File: src/rtl/ssp_pkg.sv
package ssp_pkg;
  typedef enum logic {SPD_SLOW = 1'b0, SPD_FAST = 1'b1} spd_e;
endpackage

File: src/rtl/ssp_timer.sv
module ssp_timer #(
  parameter int SLOW_DIV = 12,
  parameter int SLOW_HI  = 3,
  parameter int FAST_DIV = 4,
  parameter int FAST_HI  = 2,
  parameter int LEAD     = 2,
  localparam int PH_W    = $clog2(SLOW_DIV)
) (
  input  logic         clk_i,
  input  logic         rst_ni,
  input  logic         start_i,
  input  logic         run_i,
  input  ssp_pkg::spd_e spd_i,
  output logic         frame_end_o,
  output logic         sample_o,
  output logic         sclk_o
);
  import ssp_pkg::*;

  localparam int SLOW_RISE = SLOW_DIV - SLOW_HI + 1;
  localparam int FAST_RISE = FAST_DIV - FAST_HI + 1;

  logic [PH_W-1:0] ph_q;
  logic [PH_W-1:0] last_ph, rise_ph, samp_ph;

  always_comb begin
    if (spd_i == SPD_FAST) begin
      last_ph = PH_W'(FAST_DIV - 1);
      rise_ph = PH_W'(FAST_RISE);
      samp_ph = PH_W'(FAST_RISE - 1 - LEAD);
    end else begin
      last_ph = PH_W'(SLOW_DIV - 1);
      rise_ph = PH_W'(SLOW_RISE);
      samp_ph = PH_W'(SLOW_RISE - 1 - LEAD);
    end
  end

  always_ff @(posedge clk_i or negedge rst_ni) begin
    if (!rst_ni)                       ph_q <= '0;
    else if (start_i)                  ph_q <= '0;
    else if (run_i && ph_q == last_ph) ph_q <= '0;
    else if (run_i)                    ph_q <= ph_q + 1'b1;
  end

  assign frame_end_o = run_i && (ph_q == last_ph);
  assign sample_o    = run_i && (ph_q == samp_ph);
  // low between the data update cycle and the rising edge
  assign sclk_o      = !(run_i && ph_q != '0 && ph_q < rise_ph);

  p_phase_range_r4: assert property (@(posedge clk_i) disable iff (!rst_ni)
    run_i |-> ph_q <= last_ph);
  p_sample_in_low_r6: assert property (@(posedge clk_i) disable iff (!rst_ni)
    (sample_o && spd_i == SPD_SLOW) |-> !sclk_o);
endmodule

File: src/rtl/ssp_shift.sv
module ssp_shift #(
  parameter int DATA_W = 8
) (
  input  logic              clk_i,
  input  logic              rst_ni,
  input  logic              load_i,
  input  logic [DATA_W-1:0] load_data_i,
  input  logic              shift_i,
  input  logic              sample_i,
  input  logic              sdi_i,
  input  logic              capture_i,
  output logic              sdo_o,
  output logic [DATA_W-1:0] rx_data_o
);
  logic [DATA_W-1:0] tx_q, rx_sh_q, rx_q;
  logic              sdo_q;

  always_ff @(posedge clk_i or negedge rst_ni) begin
    if (!rst_ni) begin
      tx_q  <= '0;
      sdo_q <= 1'b1;
    end else if (load_i) begin
      sdo_q <= load_data_i[0];
      tx_q  <= load_data_i >> 1;
    end else if (shift_i) begin
      sdo_q <= tx_q[0];
      tx_q  <= tx_q >> 1;
    end
  end

  always_ff @(posedge clk_i or negedge rst_ni) begin
    if (!rst_ni)       rx_sh_q <= '0;
    else if (sample_i) rx_sh_q <= {sdi_i, rx_sh_q[DATA_W-1:1]};
  end

  always_ff @(posedge clk_i or negedge rst_ni) begin
    if (!rst_ni)        rx_q <= '0;
    else if (capture_i) rx_q <= rx_sh_q;
  end

  assign sdo_o     = sdo_q;
  assign rx_data_o = rx_q;

  p_rx_only_on_capture_r8: assert property (@(posedge clk_i) disable iff (!rst_ni)
    !capture_i |=> $stable(rx_q));
endmodule

File: src/rtl/ssp_port.sv
module ssp_port #(
  parameter int DATA_W   = 8,
  parameter int SLOW_DIV = 12,
  parameter int SLOW_HI  = 3,
  parameter int FAST_DIV = 4,
  parameter int FAST_HI  = 2,
  parameter int LEAD     = 2,
  localparam int CNT_W   = $clog2(DATA_W)
) (
  input  logic              clk_i,
  input  logic              rst_ni,
  input  logic              wr_en_i,
  input  logic [DATA_W-1:0] wr_data_i,
  input  logic              fast_i,
  input  logic              clr_done_i,
  input  logic              sdi_i,
  output logic              sclk_o,
  output logic              sdo_o,
  output logic [DATA_W-1:0] rx_data_o,
  output logic              busy_o,
  output logic              done_o,
  output logic              overrun_o
);
  import ssp_pkg::*;

  logic             busy_q, done_q, ovr_q;
  logic [CNT_W-1:0] bit_q;
  spd_e             spd_q;
  logic             start, frame_end, sample, last_bit, complete;

  assign start    = wr_en_i && !busy_q;
  assign last_bit = (bit_q == CNT_W'(DATA_W - 1));
  assign complete = frame_end && last_bit;

  always_ff @(posedge clk_i or negedge rst_ni) begin
    if (!rst_ni) begin
      busy_q <= 1'b0;
      bit_q  <= '0;
      spd_q  <= SPD_SLOW;
    end else if (start) begin
      busy_q <= 1'b1;
      bit_q  <= '0;
      spd_q  <= fast_i ? SPD_FAST : SPD_SLOW;
    end else if (complete) begin
      busy_q <= 1'b0;
    end else if (frame_end) begin
      bit_q  <= bit_q + 1'b1;
    end
  end

  // completion outranks a clear in the same cycle
  always_ff @(posedge clk_i or negedge rst_ni) begin
    if (!rst_ni)                   done_q <= 1'b0;
    else if (complete)             done_q <= 1'b1;
    else if (clr_done_i || start)  done_q <= 1'b0;
  end

  always_ff @(posedge clk_i or negedge rst_ni) begin
    if (!rst_ni)                   ovr_q <= 1'b0;
    else if (wr_en_i && busy_q)    ovr_q <= 1'b1;
    else if (clr_done_i)           ovr_q <= 1'b0;
  end

  ssp_timer #(
    .SLOW_DIV(SLOW_DIV), .SLOW_HI(SLOW_HI),
    .FAST_DIV(FAST_DIV), .FAST_HI(FAST_HI), .LEAD(LEAD)
  ) u_timer (
    .clk_i       (clk_i),
    .rst_ni      (rst_ni),
    .start_i     (start),
    .run_i       (busy_q),
    .spd_i       (spd_q),
    .frame_end_o (frame_end),
    .sample_o    (sample),
    .sclk_o      (sclk_o)
  );

  ssp_shift #(.DATA_W(DATA_W)) u_shift (
    .clk_i       (clk_i),
    .rst_ni      (rst_ni),
    .load_i      (start),
    .load_data_i (wr_data_i),
    .shift_i     (frame_end && !last_bit),
    .sample_i    (sample),
    .sdi_i       (sdi_i),
    .capture_i   (complete),
    .sdo_o       (sdo_o),
    .rx_data_o   (rx_data_o)
  );

  assign busy_o    = busy_q;
  assign done_o    = done_q;
  assign overrun_o = ovr_q;

  p_sclk_idle_r7: assert property (@(posedge clk_i) disable iff (!rst_ni)
    !busy_o |-> sclk_o);
  p_done_at_end_r7: assert property (@(posedge clk_i) disable iff (!rst_ni)
    $fell(busy_o) |-> done_o);
  p_sdo_stable_low_r3: assert property (@(posedge clk_i) disable iff (!rst_ni)
    (busy_o && !sclk_o) |-> $stable(sdo_o));
  p_overrun_set_r9: assert property (@(posedge clk_i) disable iff (!rst_ni)
    (busy_o && wr_en_i) |=> overrun_o);
  p_start_r2: assert property (@(posedge clk_i) disable iff (!rst_ni)
    (!busy_o && wr_en_i) |=> (busy_o && !done_o));
  p_rx_hold_r8: assert property (@(posedge clk_i) disable iff (!rst_ni)
    (busy_o && $past(busy_o)) |-> $stable(rx_data_o));
endmodule

File: config.mk
export PLATFORM = sky130hd
export DESIGN_NAME = ssp_port
export DESIGN_NICKNAME = d
export VERILOG_FILES = /design/src/rtl/ssp_pkg.sv /design/src/rtl/ssp_timer.sv /design/src/rtl/ssp_shift.sv /design/src/rtl/ssp_port.sv
export SDC_FILE = /design/constraint.sdc
export NUM_CORES = 1
export LEC_CHECK = 0
export BUFFER_PORTS_ARGS = -buffer_cell sky130_fd_sc_hd__buf_4
export CAP_MARGIN = 25
export CELL_PAD_IN_SITES_DETAIL_PLACEMENT = 0
export CELL_PAD_IN_SITES_GLOBAL_PLACEMENT = 2
export CORE_MARGIN = 4
export CORE_UTILIZATION = 37
export DETAILED_ROUTE_END_ITERATION = 8
export HOLD_SLACK_MARGIN = 0.15
export MAX_ROUTING_LAYER = met4
export PLACE_DENSITY = 0.91
export SLEW_MARGIN = 20
export SYNTH_ARGS = -nofsm -noshare
export SYNTH_HDL_FRONTEND = slang
export SYNTH_SLANG_ARGS = --single-unit
File: constraint.sdc
create_clock -name clk_i -period 1.96 [get_ports clk_i]
set_input_delay 0.49 -clock clk_i [delete_from_list [all_inputs] [get_ports clk_i]]
set_output_delay 0.49 -clock clk_i [all_outputs]
set_load 0.005 [all_outputs]
* Word-level counts from Yosys, hierarchy flattened *
Cells that the tools add are included.

operators by class
  $add $sub $neg = 2
  order comparisons = 1
  eq/ne operators = 4
  mux-type cells = 20
  reduce and logical (&&, ||, !) cells = 20

operator list
  operator             number
  $mux 4               5
  $mux 8               2
  $mux 3               4
  $reduce_bool 2->1    5
  $mux 1               9
  $logic_and 1x1->1    8
  $add 4x1->4 const B  1
  $eq 4x3->1           1
  $eq 4x4->1           1
  $lt 4x4->1           1
  $reduce_bool 4->1    1
  $add 3x1->3 const B  1
  $eq 3x3->1 const B   1
  $logic_not 1->1      3
  $reduce_bool 3->1    1
  $ne 2x2->1 const B   1
  $reduce_and 2->1     1
  $logic_or 1x1->1     1

word-level totals
  flip-flop bits (word level) = 36
  output and inout port bits = 13

* Depth between registers and ports, before layout *
Gate-level depths: netlist of run 1.

  depth in word-level cells = 6
  gate-level depth with buffers = 6
  depth with buffers taken out = 5

* Modules after synthesis *
A second synthesis of run 1 with hierarchy kept.

second synthesis, totals
  cell total of the unflattened synthesis = 133
  area, all modules = 1654.1 sq um

by module, submodules not included
  module     instances  cells each  area each (sq um)  seq. area each (sq um)
  ssp_shift  1          68          1033.5             601.8
  ssp_port   1          30          321.6              175.2
  ssp_timer  1          35          299.0              100.1

* Worst setup path after synthesis of run 1 *
OpenSTA, ideal clock, no wires.

  kind = register to register
  start point = register u_timer.ph_q[3]
  end point = register u_shift.tx_q[0]
  setup time = 0.126 ns
  data arrival time = 1.532 ns
  path slack = 0.302 ns
  stages on the path, launching flop included = 6
  buffers on the path = 1
  period minus slack after synthesis = 1.658 ns
  cells stage by stage = dfrtp_1 -> ha_1 -> and4b_4 -> nand2b_2 -> buf_6 -> a221o_1

on the way
  word-level cells in the longest chain between the ends = 4

RTL lines
  item                         line             text
  from (decl)                  ssp_timer.sv:23  logic [PH_W-1:0] ph_q;
  from (signal assigned)       ssp_timer.sv:42  else if (run_i) ph_q <= ph_q + 1'b1;
  $eq 4x4->1                   ssp_timer.sv:45  assign frame_end_o = run_i && (ph_q == last_ph);
  $logic_and 1x1->1            ssp_timer.sv:45
  $logic_and 1x1->1            ssp_port.sv:83   .shift_i (frame_end && !last_bit),
  $reduce_bool 2->1 (no line)  n/a
  to (signal assigned)         ssp_shift.sv:24  tx_q <= load_data_i >> 1;
  to (signal assigned)         ssp_shift.sv:27  tx_q <= tx_q >> 1;
  to (decl)                    ssp_shift.sv:15  logic [DATA_W-1:0] tx_q, rx_sh_q, rx_q;

Every way passes these cells.
A chain may end at the register's enable or synchronous reset.

* Final worst setup path of run 1 *
  start point = register u_timer.ph_q[3]
  end point = output port sclk_o

on the way
  word-level cells in the longest chain between the ends = 4
  elaborated cells between the ends (all ways) = 5
  classes of those cells = 1 x order compare; 4 x reduce/logical

RTL lines
  item                                                                line             text
  parallel branches: the longest is 2 deep, another holds $lt 4x4->1  n/a
  $logic_and 1x1->1 (*)                                               ssp_timer.sv:48  assign sclk_o = !(run_i && ph_q != '0 && ph_q < rise_ph);
  $logic_not 1->1 (*)                                                 ssp_timer.sv:48
  to (decl)                                                           ssp_port.sv:17   output logic sclk_o,

Mark *: on every way between the ends.

==> impl_metrics.sql, run 1 <==
INSERT INTO impl_metrics (metric_group, metric, value, unit) VALUES
('status', 'outcome', 'complete, no violations', ''),
('global_route', 'globalRouteTotalUtil', '14.9', '%'),
('detailed_routing', 'antenna_left', '0', ''),
('detailed_routing', 'post_drt_via_cell_ratio', '5.61', ''),
('detailed_routing', 'drt-pass1-iter-count', '5', ''),
('placement', 'gpl.final_weighted_congestion', '0.759', ''),
('detailed_routing', 'num_vias', '1499', ''),
('detailed_routing', 'post_route_drc_violation_count', '0', ''),
('power', 'vdd.ir_drop.worst', '0.000545', 'V'),
('clock_tree', 'tritoncts', 'built', ''),
('logic_synthesis', 'synthesis.nets', '193', ''),
('worst_setup_path', 'crit_path_max_fanout', '6', ''),
('cells_and_area', 'final_cells', '267', ''),
('timing', 'worst_slew_pin_slew', '0.627', 'ns'),
('logic_synthesis', 'yosys_warnings', '0', ''),
('logic_synthesis', 'synth_area_leaders', 'dfrtp_1 (45%), mux2_2 (5.3%), o211ai_1 (4.4%)', ''),
('detailed_routing', 'postRouteWirelength', '4230', 'um'),
('die', 'start_util', '39.1', '%'),
('worst_setup_path', 'worstReg2RegStart', 'spd_q', ''),
('cells_and_area', 'multi_input_area', '932', 'um2'),
('timing', 'finalWorstPathRequiredPeriod', '1.89', 'ns'),
('timing', 'timing.fmax', '0.528', 'GHz'),
('logic_synthesis', 'syn-instance-count', '173', ''),
('logic_synthesis', 'synth_top_area_share', '44.8', '%'),
('global_route', 'grt_start_max_net_pins', '36', ''),
('power', 'p_switching', '1.39', 'mW'),
('timing', 'final_max_slew_viol_count', '0', ''),
('power', 'power-per-cell-area', '1560', 'nW/um2'),
('clock_tree', 'clkLatencyLatePin', '0.29', 'ns'),
('timing', 'final_min_period_over_clock_period', '96.6', '%'),
('timing', 'hold_violations', '0', ''),
('clock_tree', 'clock_buffer_count_from_cts', '5', ''),
('die', 'die_y', '79.6', 'um'),
('logic_synthesis', 'synthDistinctLibCells', '40', ''),
('worst_setup_path', 'worst_ep_arrival_time', '1.40', 'ns'),
('cells_and_area', 'area_delta_synth_final', '18.3', '%'),
('power', 'power.share.combinational', '46.8', '%'),
('placement', 'dp.final_hpwl', '2860', 'um'),
('worst_setup_path', 'critical_path_class', 'reg2out', ''),
('clock_tree', 'clock_path_buffers', '2', ''),
('worst_setup_path', 'required', '1.47', 'ns'),
('global_route', 'grt_overflow_total', '0', ''),
('cells_and_area', 'share_of_cells_above_drive_strength_1', '30.0', '%'),
('flow_run', 'max-cap-violations', '0', ''),
('logic_synthesis', 'syn-cell-area', '1900', 'um2'),
('global_route', 'first_global_vias', '1565', ''),
('clock_tree', 'clkSinkCount', '35', ''),
('worst_setup_path', 'critical_path.startpoint_type', 'flip-flop', ''),
('timing', 'tightest_slew_margin_relative_to_the_limit', '58.1', '%'),
('cells_and_area', 'filler_cell_count', '456', ''),
('timing', 'setup-violations-final', '0', ''),
('die', 'die_outline_area', '6340', 'um2'),
('logic_synthesis', 'post_synth.cell_area_avg', '11.0', 'um2'),
('power', 'power_report.internal_total', '2.11', 'mW'),
('power', 'seq_power_share', '38.5', '%'),
('die', 'fp.coreArea', '4850', 'um2'),
('global_route', 'antenna_violations_before_repair', '0', ''),
('cells_and_area', 'fin_nets', '219', ''),
('detailed_routing', 'routedWlPerCell', '15.8', 'um'),
('timing', 'worst_clock_skew', '0.00523', 'ns'),
('clock_tree', 'postCtsHoldBufs', '0', ''),
('clock_tree', 'clk_pin_slew_worst_paths', '0.07', 'ns'),
('cells_and_area', 'ff_latch_area', '881', 'um2'),
('timing', 'finalSetupTns', '0', 'ns'),
('die', 'rows', '25', ''),
('power', 'power_frac_clock', '14.7', '%'),
('global_route', 'grt_first_pass_wirelength', '7290', 'um'),
('worst_setup_path', 'timing.critical_path.to_type', 'output port', ''),
('timing', 'unrepaired_setup_endpoints_after_global_routing', 'no', ''),
('worst_setup_path', 'worst_setup_path_startpoint', 'u_timer.ph_q[3]', ''),
('logic_synthesis', 'synth.largest_area_cell', 'dfrtp_1', ''),
('logic_synthesis', 'ys_ff_latch', '35', ''),
('placement', 'buffer_ports.inserted', '26', ''),
('power', 'power.switching_fraction', '39.7', '%'),
('clock_tree', 'cts_root_buf', 'clkbuf_8', ''),
('min_path', 'holdCritPathClass', 'in2async', ''),
('cells_and_area', 'num_antenna_cells', '0', ''),
('die', 'io_pins', '27', ''),
('placement', 'placed_cells_incl_taps', '258', ''),
('logic_synthesis', 'ys_seq_area_share', '46.2', '%'),
('power', 'p_leak', '0.990', 'nW'),
('die', 'die_x', '79.6', 'um'),
('detailed_routing', 'initialDrtViolationCount', '81', ''),
('clock_tree', 'h_tree_levels', '2', '');
==> synthesized netlist by cell type, drive strengths merged <==
master  count
dfstp       1
or3b        1
and2        6
a32oi       8
nor2        5
a22o        2
nand3       2
nand2       9
a221o       7
a21oi       2
a32o        1
a41oi       8
nand4b      2
clkbuf      7
dfrtp      34
ha          6
nor3b       7
nor2b       3
o31ai       1
nand3b      2
clkinv      1
o21ai      14
xnor2       1
o211a       1
mux2        9
and4b       1
o211ai     11
inv         4
and3        8
nand2b      2
buf         7
==> kinds of logic after synthesis <==
kind of cell,synth area share [%]
AOI/OAI and AO/OA,22.0
xor gates and xnor gates,0.462
adders and majority gates,3.96
buffers and inverters,5.34
DFF,46.2
muxes,5.34
and+or+nand+nor,16.7
==> state kept, by name, indices dropped and copies added (netlist names) <==
signal	flops
u_shift.rx_data_o	8
u_shift.rx_sh_q	8
u_shift.tx_q	7
u_timer.ph_q	4
bit_q	3
busy_o	1
done_o	1
overrun_o	1
spd_q	1
u_shift.sdo_o	1
==> through the flow <==
stage | hold WS (ns) | total power, mW | cell area [um2] | util [%] | worst slack [ns]
finish | 0.141 | 3.50 | 2240 | 46.3 | 0.0675
global route | 0.171 | 3.80 | 2240 | 46.3 | 0.00630
CTS | 0.157 | 3.50 | 2230 | 46.1 | 0.0282
detailed placement | 0.471 | 2.95 | 2140 | 44.1 | 0.161
global placement | 0.465 | 2.85 | 2140 | 44.1 | 0.197
floorplan | 0.194 | 2.49 | 1900 | - | 0.302
==> layer usage <==
| metal | wire [um] | part of all wire (%) | GRT usage [%] |
|---|---|---|---|
| met2 | 2140 | 51 | 25.0 |
| met4 | 47 | 1.1 | 4.47 |
| met5 | 0 | 0 | - |
| met3 | 209 | 4.9 | 4.29 |
| met1 | 1830 | 43 | 17.3 |
==> what timing repair did <==
action	4_1_cts	5_1_grt
resized for setup	3	2
setup endpoints to repair	1	1
setup buffers	0	1
==> final cells by class <==
cell class                      count  area share, %
Clock inverter                      1          0.223
Timing Repair Buffer               33           11.0
Clock buffer                        7           3.40
Multi-Input combinational cell    119           41.5
Sequential cell                    35           39.2
Inverter                            5          0.836
Tap cell                           67           3.73
==> cell usage in the layout, fill, tap and decap left out, drive strengths merged <==
master	synthesis	routed
dfrtp	34	34
buf	7	33
o21ai	14	14
o211ai	11	11
mux2	9	9
nand2	9	9
a32oi	8	8
and3	8	8
a41oi	8	8
a221o	7	7
nor3b	7	7
clkbuf	7	7
and2	6	6
ha	6	6
nor2	5	5
inv	4	4
nor2b	3	3
a21oi	2	2
a22o	2	2
nand3b	2	2
nand3	2	2
clkinv	1	2
nand4b	2	2
nand2b	2	2
and4b	1	1
or3b	1	1
o31ai	1	1
o211a	1	1
xnor2	1	1
a32o	1	1
dfstp	1	1
==> worst paths after layout <==
| kind | end | slack, ns | cells after the start |
|---|---|---|---|
| setup / recovery | sclk_o | 0.07 | 4 |
| hold / removal | u_shift.rx_data_o[3] | 0.14 | 1 |
| setup reg to reg | u_shift.rx_sh_q[5] | 0.19 | 4 |
| hold reg to reg | bit_q[0] | 0.50 | 1 |
| max in group asynchronous | u_shift.sdo_o | 1.47 | 1 |
| min in group clk_i | overrun_o | 0.40 | 2 |
==> power by group through the flow <==
| stage | Clock [mW] | Combinational (mW) | Sequential [mW] |
|---|---|---|---|
| finish | 0.516 | 1.64 | 1.35 |
| global route | 0.566 | 1.83 | 1.40 |
| CTS | 0.525 | 1.64 | 1.34 |
| detailed placement | 0 | 1.60 | 1.35 |
| global placement | 0 | 1.53 | 1.32 |
| floorplan | 0 | 1.26 | 1.23 |
==> critical path: stages (launching register included) <==
cell      delay, ns
dfrtp_2        0.47
ha_4           0.32
o21ai_0        0.08
nand4b_1       0.11
buf_4          0.12
No activity file was read; power rests on OpenSTA's default activity.
==> inputs of run 2 (changes only) <==
--- a/config.mk
+++ b/config.mk
@@ -10,12 +10,13 @@
 export CELL_PAD_IN_SITES_DETAIL_PLACEMENT = 0
 export CELL_PAD_IN_SITES_GLOBAL_PLACEMENT = 2
 export CORE_MARGIN = 4
-export CORE_UTILIZATION = 37
+export CORE_UTILIZATION = 40
 export DETAILED_ROUTE_END_ITERATION = 8
 export HOLD_SLACK_MARGIN = 0.15
 export MAX_ROUTING_LAYER = met4
-export PLACE_DENSITY = 0.91
+export PLACE_DENSITY = 0.95
 export SLEW_MARGIN = 20
 export SYNTH_ARGS = -nofsm -noshare
 export SYNTH_HDL_FRONTEND = slang
+export SYNTH_HIERARCHICAL = 1
 export SYNTH_SLANG_ARGS = --single-unit
==> constraint.sdc (replaced) <==
create_clock -name clk_i -period 2.35 [get_ports clk_i]
set_input_delay 0.5875 -clock clk_i [delete_from_list [all_inputs] [get_ports clk_i]]
set_output_delay 0.5875 -clock clk_i [all_outputs]
set_load 0.005 [all_outputs]
==> run 2 against run 1 <==
  * Cell area down 12%
  * Wire length decreased by 34%
  * Final cell count is 19% lower
  * Critical path type unchanged
  * Largest cell class is now flip-flops and latches
==> impl_metrics.sql, run 2 <==
INSERT INTO impl_metrics (metric_group, metric, value, unit) VALUES
('placement', 'buffer_ports.inserted', '26', ''),
('worst_setup_path', 'worstReg2RegStart', 'u_timer/ph_q[3]', ''),
('clock_tree', 'tritoncts', 'built', ''),
('global_route', 'grt_overflow_total', '0', ''),
('worst_setup_path', 'worst_ep_arrival_time', '1.41', 'ns'),
('die', 'die_outline_area', '5230', 'um2'),
('clock_tree', 'clkLatencyLatePin', '0.28', 'ns'),
('logic_synthesis', 'post_synth.cell_area_avg', '12.4', 'um2'),
('power', 'p_switching', '0.690', 'mW'),
('power', 'power.share.combinational', '34.5', '%'),
('power', 'p_leak', '0.948', 'nW'),
('clock_tree', 'h_tree_levels', '2', ''),
('logic_synthesis', 'synth_edf_count', '0', ''),
('cells_and_area', 'ff_latch_area', '877', 'um2'),
('placement', 'placed_cell_area', '1880', 'um2'),
('detailed_routing', 'drt-pass1-iter-count', '4', ''),
('clock_tree', 'clkSinkCount', '35', ''),
('worst_setup_path', 'reg2reg_setup_slack', '0.39', 'ns'),
('power', 'power_report.internal_total', '1.46', 'mW'),
('timing', 'timing.fmax', '0.501', 'GHz'),
('timing', 'unrepaired_setup_endpoints_after_global_routing', 'no', ''),
('worst_setup_path', 'required', '1.76', 'ns'),
('die', 'die_y', '72.3', 'um'),
('detailed_routing', 'post_route_drc_violation_count', '0', ''),
('power', 'power_frac_clock', '19.4', '%'),
('power', 'power-per-cell-area', '1090', 'nW/um2'),
('cells_and_area', 'share_of_cells_above_drive_strength_1', '34.5', '%'),
('detailed_routing', 'routedWlPerCell', '13.0', 'um'),
('cells_and_area', 'filler_cell_count', '362', ''),
('die', 'fp.coreArea', '4000', 'um2'),
('logic_synthesis', 'ys_top_cells_by_count', 'dfrtp_1 (34), mux2_4 (17), nand2_1 (17), mux2i_1 (9)', ''),
('detailed_routing', 'antenna_left', '0', ''),
('global_route', 'globalRouteTotalUtil', '12.7', '%'),
('logic_synthesis', 'ys_async_sr_fraction', '100', '%'),
('timing', 'final_max_slew_viol_count', '0', ''),
('power', 'vdd.ir_drop.worst', '0.000456', 'V'),
('power', 'power.switching_fraction', '32.1', '%'),
('status', 'outcome', 'complete, no violations', ''),
('logic_synthesis', 'synthDistinctLibCells', '24', ''),
('detailed_routing', 'postRouteWirelength', '2790', 'um'),
('logic_synthesis', 'ys_ff_latch', '35', ''),
('timing', 'tightest_slew_margin_relative_to_the_limit', '63.8', '%'),
('clock_tree', 'clock_buffer_count_from_cts', '5', ''),
('cells_and_area', 'multi_input_area', '708', 'um2'),
('worst_setup_path', 'worst_r2r_path_depth', '5', ''),
('logic_synthesis', 'synth_top_flop_cell', 'dfrtp_1', ''),
('cells_and_area', 'design_area', '1970', 'um2'),
('global_route', 'grt_start_max_net_pins', '36', ''),
('worst_setup_path', 'timing.critical_path.to_type', 'output port', ''),
('worst_setup_path', 'critical_path_class', 'reg2out', ''),
('timing', 'hold_violations', '0', ''),
('timing', 'finalSetupTns', '0', 'ns'),
('timing', 'worst_clock_skew', '0.00925', 'ns'),
('logic_synthesis', 'synth_area_leaders', 'dfrtp_1 (51%), mux2_4 (15%), mux2i_1 (5.4%)', ''),
('cells_and_area', 'num_antenna_cells', '0', ''),
('logic_synthesis', 'ys_seq_area_share', '53.0', '%'),
('clock_tree', 'clock_path_buffers', '2', ''),
('global_route', 'antenna_violations_before_repair', '0', ''),
('logic_synthesis', 'syn-instance-count', '133', ''),
('min_path', 'holdCritPathClass', 'in2async', ''),
('cells_and_area', 'area_delta_synth_final', '19.1', '%'),
('timing', 'setup-violations-final', '0', ''),
('cells_and_area', 'highest_count_cells_in_the_layout_ignoring_fill_and_taps', 'dfrtp_1 (34), buf_4 (29), nand2_1 (17), mux2_4 (17), mux2i_1 (9)', ''),
('global_route', 'grt_first_pass_wirelength', '5010', 'um'),
('worst_setup_path', 'critical_path.startpoint_type', 'flip-flop', ''),
('logic_synthesis', 'synthesis.nets', '153', ''),
('power', 'seq_power_share', '46.1', '%'),
('worst_setup_path', 'crit_path_max_fanout', '4', ''),
('worst_setup_path', 'rr_endpoint', 'u_shift/rx_data_o[4]', ''),
('die', 'io_pins', '27', ''),
('global_route', 'first_global_vias', '1110', ''),
('die', 'start_util', '41.4', '%'),
('cells_and_area', 'layout_commonest_cell', 'dfrtp_1', ''),
('detailed_routing', 'post_drt_via_cell_ratio', '4.81', ''),
('clock_tree', 'postCtsHoldBufs', '0', ''),
('logic_synthesis', 'syn-cell-area', '1650', 'um2'),
('flow_run', 'max-cap-violations', '0', ''),
('logic_synthesis', 'yosys_warnings', '6', ''),
('logic_synthesis', 'synth.largest_area_cell', 'dfrtp_1', ''),
('die', 'rows', '23', ''),
('clock_tree', 'cts_root_buf', 'clkbuf_8', ''),
('timing', 'finalWorstPathRequiredPeriod', '2.00', 'ns'),
('detailed_routing', 'num_vias', '1034', ''),
('logic_synthesis', 'synth_top_area_share', '51.4', '%'),
('placement', 'dp.final_hpwl', '2000', 'um'),
('timing', 'final_min_period_over_clock_period', '85.0', '%'),
('placement', 'gpl.final_weighted_congestion', '0.795', ''),
('logic_synthesis', 'most_numerous_cell_in_the_yosys_netlist', 'dfrtp_1', ''),
('detailed_routing', 'initialDrtViolationCount', '61', ''),
('clock_tree', 'post_cts_resize_count', '0', ''),
('die', 'die_x', '72.3', 'um'),
('cells_and_area', 'fin_nets', '184', ''),
('timing', 'worst_slew_pin_slew', '0.543', 'ns'),
('clock_tree', 'clk_pin_slew_worst_paths', '0.07', 'ns'),
('clock_tree', 'cts.repair_timing.setup_buffer_count', '0', '');
## run 2: cells by family (layout without fill, tap and decap cells)
| logic type | count (synthesis) | in the layout | synth area share [%] |
|---|---|---|---|
| simple gates | 38 | 38 | 10.9 |
| flops | 35 | 35 | 53.0 |
| mux | 26 | 26 | 20.9 |
| compound gates | 17 | 17 | 5.60 |
| buf+inv | 10 | 42 | 4.54 |
| fa+ha+maj | 6 | 6 | 4.54 |
| xor+xnor | 1 | 1 | 0.530 |
## run 2: worst max-delay path by stage
stage / from / end / slack (ns) / cells past startpoint
final: u_timer/ph_q[0] / sclk_o / 0.35 / 6
after global routing: u_timer/ph_q[0] / sclk_o / 0.21 / 6
after CTS: u_timer/ph_q[0] / sclk_o / 0.33 / 6
after detailed placement: u_timer/ph_q[3] / u_shift/rx_data_o[4] / 0.38 / 5
after global placement: u_timer/ph_q[3] / u_shift/rx_data_o[5] / 0.44 / 5
after floorplan: u_timer/ph_q[0] / u_shift/rx_sh_q[0] / 0.60 / 5
## run 2: layout make-up
type                            count  area share (%)
Clock buffer                        6            3.68
Inverter                            5           0.953
Clock inverter                      2           0.635
Sequential cell                    35            44.5
Timing Repair Buffer               29            11.1
Tap cell                           50            3.18
Multi-Input combinational cell     88            36.0
## run 2: worst max-delay path: stages (launching register included)
cell	delay, ns
dfrtp_1	0.40
inv_1	0.12
ha_1	0.16
nor2b_1	0.04
o21ai_0	0.15
nand4b_1	0.11
buf_4	0.15
## run 2: power by group through the flow
stage | Sequential [mW] | Combinational (mW) | Clock [mW]
3_5_place_dp | 1.00 | 0.746 | 0
5_1_grt | 1.03 | 0.829 | 0.470
6_report | 0.991 | 0.741 | 0.417
3_3_place_gp | 0.989 | 0.728 | 0
4_1_cts | 0.993 | 0.752 | 0.435
2_1_floorplan | 0.955 | 0.572 | 0
## run 2: metal layers
layer / wire length, um / GRT usage (%) / vias to the layer above
met5: 0 / - / -
met2: 1290 / 19.8 / 24
met3: 126 / 3.19 / 7
met4: 57 / 5.64 / 0
met1: 1310 / 15.7 / 491
li1: - / - / 512
## run 2: per-stage QoR
| step | hold slack [ns] | cells | power [mW] | util (%) | worst slack (ns) |
|---|---|---|---|---|---|
| 2_1_floorplan | 0.292 | 133 | 1.53 | - | 0.595 |
| 3_3_place_gp | 0.501 | 207 | 1.72 | 47.1 | 0.439 |
| 3_5_place_dp | 0.504 | 207 | 1.75 | 47.1 | 0.377 |
| 4_1_cts | 0.258 | 215 | 2.18 | 49.2 | 0.332 |
| 5_1_grt | 0.279 | 215 | 2.33 | 49.2 | 0.213 |
| 6_report | 0.240 | 215 | 2.15 | 49.2 | 0.352 |
==> inputs of run 3 (changes only) <==
--- a/config.mk
+++ b/config.mk
@@ -7,14 +7,12 @@
 export LEC_CHECK = 0
 export BUFFER_PORTS_ARGS = -buffer_cell sky130_fd_sc_hd__buf_4
 export CAP_MARGIN = 25
-export CELL_PAD_IN_SITES_DETAIL_PLACEMENT = 0
-export CELL_PAD_IN_SITES_GLOBAL_PLACEMENT = 2
 export CORE_MARGIN = 4
-export CORE_UTILIZATION = 40
+export CORE_UTILIZATION = 50
 export DETAILED_ROUTE_END_ITERATION = 8
 export HOLD_SLACK_MARGIN = 0.15
 export MAX_ROUTING_LAYER = met4
-export PLACE_DENSITY = 0.95
+export PLACE_DENSITY_LB_ADDON = 0.08
 export SLEW_MARGIN = 20
 export SYNTH_ARGS = -nofsm -noshare
 export SYNTH_HDL_FRONTEND = slang
==> constraint.sdc (replaced) <==
create_clock -name clk_i -period 2.2 [get_ports clk_i]
set_input_delay 0.55 -clock clk_i [delete_from_list [all_inputs] [get_ports clk_i]]
set_output_delay 0.55 -clock clk_i [all_outputs]
set_load 0.005 [all_outputs]
==> run 3 against run 2 <==
  * Power grew 2.3%
  * Register-to-register slack lost 0.03 ns
  * Sequential power grew 7%
  * Largest power group unchanged
  * Sequential cell count is the same
  * Highest routed layer unchanged
  * Wire length grew 4.7%
  * Via count grew 3.7%
  * Global-route usage grew 3.6 points
  * Worst setup slack lost 0.22 ns
==> impl_metrics.sql, run 3 (synthesized netlist as in run 2, its figures left out) <==
INSERT INTO impl_metrics (metric_group, metric, value, unit) VALUES
('die', 'die_outline_area', '4290', 'um2'),
('placement', 'buffer_ports.inserted', '26', ''),
('clock_tree', 'clk_pin_slew_worst_paths', '0.11', 'ns'),
('power', 'total_power', '2.20', 'mW'),
('worst_setup_path', 'critical_path_class', 'reg2out', ''),
('global_route', 'globalRouteTotalUtil', '16.4', '%'),
('placement', 'gpl.final_weighted_congestion', '0.851', ''),
('detailed_routing', 'antenna_left', '0', ''),
('flow_run', 'max-cap-violations', '0', ''),
('detailed_routing', 'routedWlPerCell', '13.8', 'um'),
('worst_setup_path', 'critical_path.startpoint_type', 'flip-flop', ''),
('cells_and_area', 'design_area', '1950', 'um2'),
('cells_and_area', 'postLayoutCoreUtil', '62.8', '%'),
('timing', 'tightest_slew_margin_relative_to_the_limit', '71.4', '%'),
('global_route', 'grt_start_max_net_pins', '36', ''),
('timing', 'setup-violations-final', '0', ''),
('clock_tree', 'h_tree_levels', '2', ''),
('cells_and_area', 'fin_nets', '186', ''),
('global_route', 'grt_first_pass_wirelength', '5180', 'um'),
('worst_setup_path', 'worst_setup_path_startpoint', 'u_timer/ph_q[0]', ''),
('placement', 'pre_cts_slack', '0.376', 'ns'),
('die', 'fp.coreArea', '3100', 'um2'),
('worst_setup_path', 'cp_cell_sequence', 'inv_1 -> ha_1 -> nor2b_1 -> o21ai_0 -> nand4b_1 -> buf_4', ''),
('worst_setup_path', 'worstReg2RegStart', 'u_timer/ph_q[3]', ''),
('timing', 'finalWorstPathRequiredPeriod', '2.07', 'ns'),
('cells_and_area', 'area_delta_synth_final', '17.8', '%'),
('clock_tree', 'cts.repair_timing.setup_buffer_count', '0', ''),
('cells_and_area', 'share_of_cells_above_drive_strength_1', '34.7', '%'),
('worst_setup_path', 'reg2reg_setup_slack', '0.36', 'ns'),
('detailed_routing', 'drt-pass1-iter-count', '4', ''),
('detailed_routing', 'initialDrtViolationCount', '23', ''),
('worst_setup_path', 'required', '1.65', 'ns'),
('clock_tree', 'clock_buffer_count_from_cts', '5', ''),
('timing', 'timing.fmax', '0.484', 'GHz'),
('detailed_routing', 'postRouteWirelength', '2920', 'um'),
('die', 'io_pins', '27', ''),
('worst_setup_path', 'critical-path-top-delay-family', 'flip-flops', ''),
('detailed_routing', 'post_route_drc_violation_count', '0', ''),
('status', 'outcome', 'complete, no violations', ''),
('cells_and_area', 'highest_count_cells_in_the_layout_ignoring_fill_and_taps', 'dfrtp_1 (34), buf_4 (30), nand2_1 (17), mux2_4 (17), mux2i_1 (9)', ''),
('min_path', 'holdCritPathClass', 'in2reg', ''),
('timing', 'finalSetupTns', '0', 'ns'),
('power', 'power-per-cell-area', '1130', 'nW/um2'),
('die', 'die_y', '65.5', 'um'),
('worst_setup_path', 'slowest_delay', '0.43', 'ns'),
('timing', 'final_max_slew_viol_count', '0', ''),
('die', 'rows', '20', ''),
('global_route', 'grt_overflow_total', '0', ''),
('worst_setup_path', 'worst_ep_arrival_time', '1.52', 'ns'),
('global_route', 'first_global_vias', '1111', ''),
('placement', 'dp.final_hpwl', '2110', 'um'),
('timing', 'finalHoldWorstSlack', '0.398', 'ns'),
('timing', 'hold_violations', '0', ''),
('detailed_routing', 'num_vias', '1072', ''),
('worst_setup_path', 'worst_setup_path_endpoint', 'sclk_o', ''),
('worst_setup_path', 'rr_endpoint', 'u_shift/tx_q[5]', ''),
('timing', 'post-route-worst-setup-slack', '0.134', 'ns'),
('global_route', 'antenna_violations_before_repair', '0', ''),
('clock_tree', 'clkSinkCount', '35', ''),
('detailed_routing', 'post_drt_via_cell_ratio', '5.08', ''),
('cells_and_area', 'num_antenna_cells', '0', ''),
('timing', 'worst_slew_pin_slew', '0.430', 'ns'),
('worst_setup_path', 'worst_r2r_path_depth', '7', ''),
('clock_tree', 'cts_root_buf', 'clkbuf_4', ''),
('clock_tree', 'clock_path_buffers', '2', ''),
('die', 'die_x', '65.5', 'um'),
('worst_setup_path', 'timing.critical_path.to_type', 'output port', ''),
('placement', 'placed_cells_incl_taps', '202', ''),
('power', 'vdd.ir_drop.worst', '0.000732', 'V'),
('cells_and_area', 'layout_commonest_cell', 'dfrtp_1', ''),
('clock_tree', 'clkLatencyLatePin', '0.34', 'ns'),
('worst_setup_path', 'crit_path_max_fanout', '4', ''),
('timing', 'unrepaired_setup_endpoints_after_global_routing', 'no', ''),
('worst_setup_path', 'timing.critical_path.depth', '6', ''),
('worst_setup_path', 'path_buf_inv', '2', ''),
('worst_setup_path', 'timing.critical_path.slowest_stage_cell', 'dfrtp_1', ''),
('power', 'p_leak', '0.945', 'nW'),
('clock_tree', 'tritoncts', 'built', ''),
('timing', 'worst_clock_skew', '0.0148', 'ns'),
('timing', 'final_min_period_over_clock_period', '93.9', '%'),
('die', 'start_util', '53.3', '%'),
('placement', 'placed_cell_area', '1880', 'um2'),
('cells_and_area', 'final_cells', '211', '');
==> run 3: cell types whose count changed in the layout (fill, tap and decap cells not counted) <==
| cell | previous run | this run |
|---|---|---|
| clkbuf_8 | 5 | 0 |
| clkbuf_4 | 0 | 5 |
| dlygate4sd3_1 | 0 | 1 |
| buf_4 | 29 | 30 |
==> run 3: worst min path at each step <==
stage / from / cells after the start / to / slack [ns]
2_1_floorplan: rst_ni / 0 / bit_q[0] / 0.25
3_3_place_gp: u_shift/rx_data_o[4] / 1 / u_shift/rx_data_o[4] / 0.50
3_5_place_dp: u_shift/rx_data_o[4] / 1 / u_shift/rx_data_o[4] / 0.50
4_1_cts: clr_done_i / 2 / overrun_o / 0.39
5_1_grt: clr_done_i / 2 / overrun_o / 0.40
6_report: clr_done_i / 2 / overrun_o / 0.40
==> run 3: area by class of cell <==
cell class	instances	area, um2
fillers	282	1150
flip-flops and latches	35	877
multi-input cells	88	708
repair buffers	31	235
well taps	44	55.1
clock buffers	6	41.3
inverters	5	18.8
clock inverters	2	12.5
==> run 3: timing repair <==
item	CTS	global route
endpoints found under the hold margin	21	0
gates resized for setup	0	0
hold buffers	1	0
==> run 3: layer usage <==
layer	global-route usage [%]	vias up	share of wire, %
li1	-	521	-
met1	20.6	521	45
met5	-	-	0
met4	7.77	0	2.2
met2	24.3	22	47
met3	4.79	8	4.9
==> run 3: power breakdown <==
group	switching [mW]	internal (mW)
logic	0.340	0.467
clock network	0.210	0.123
registers	0.185	0.874
total	0.735	1.46
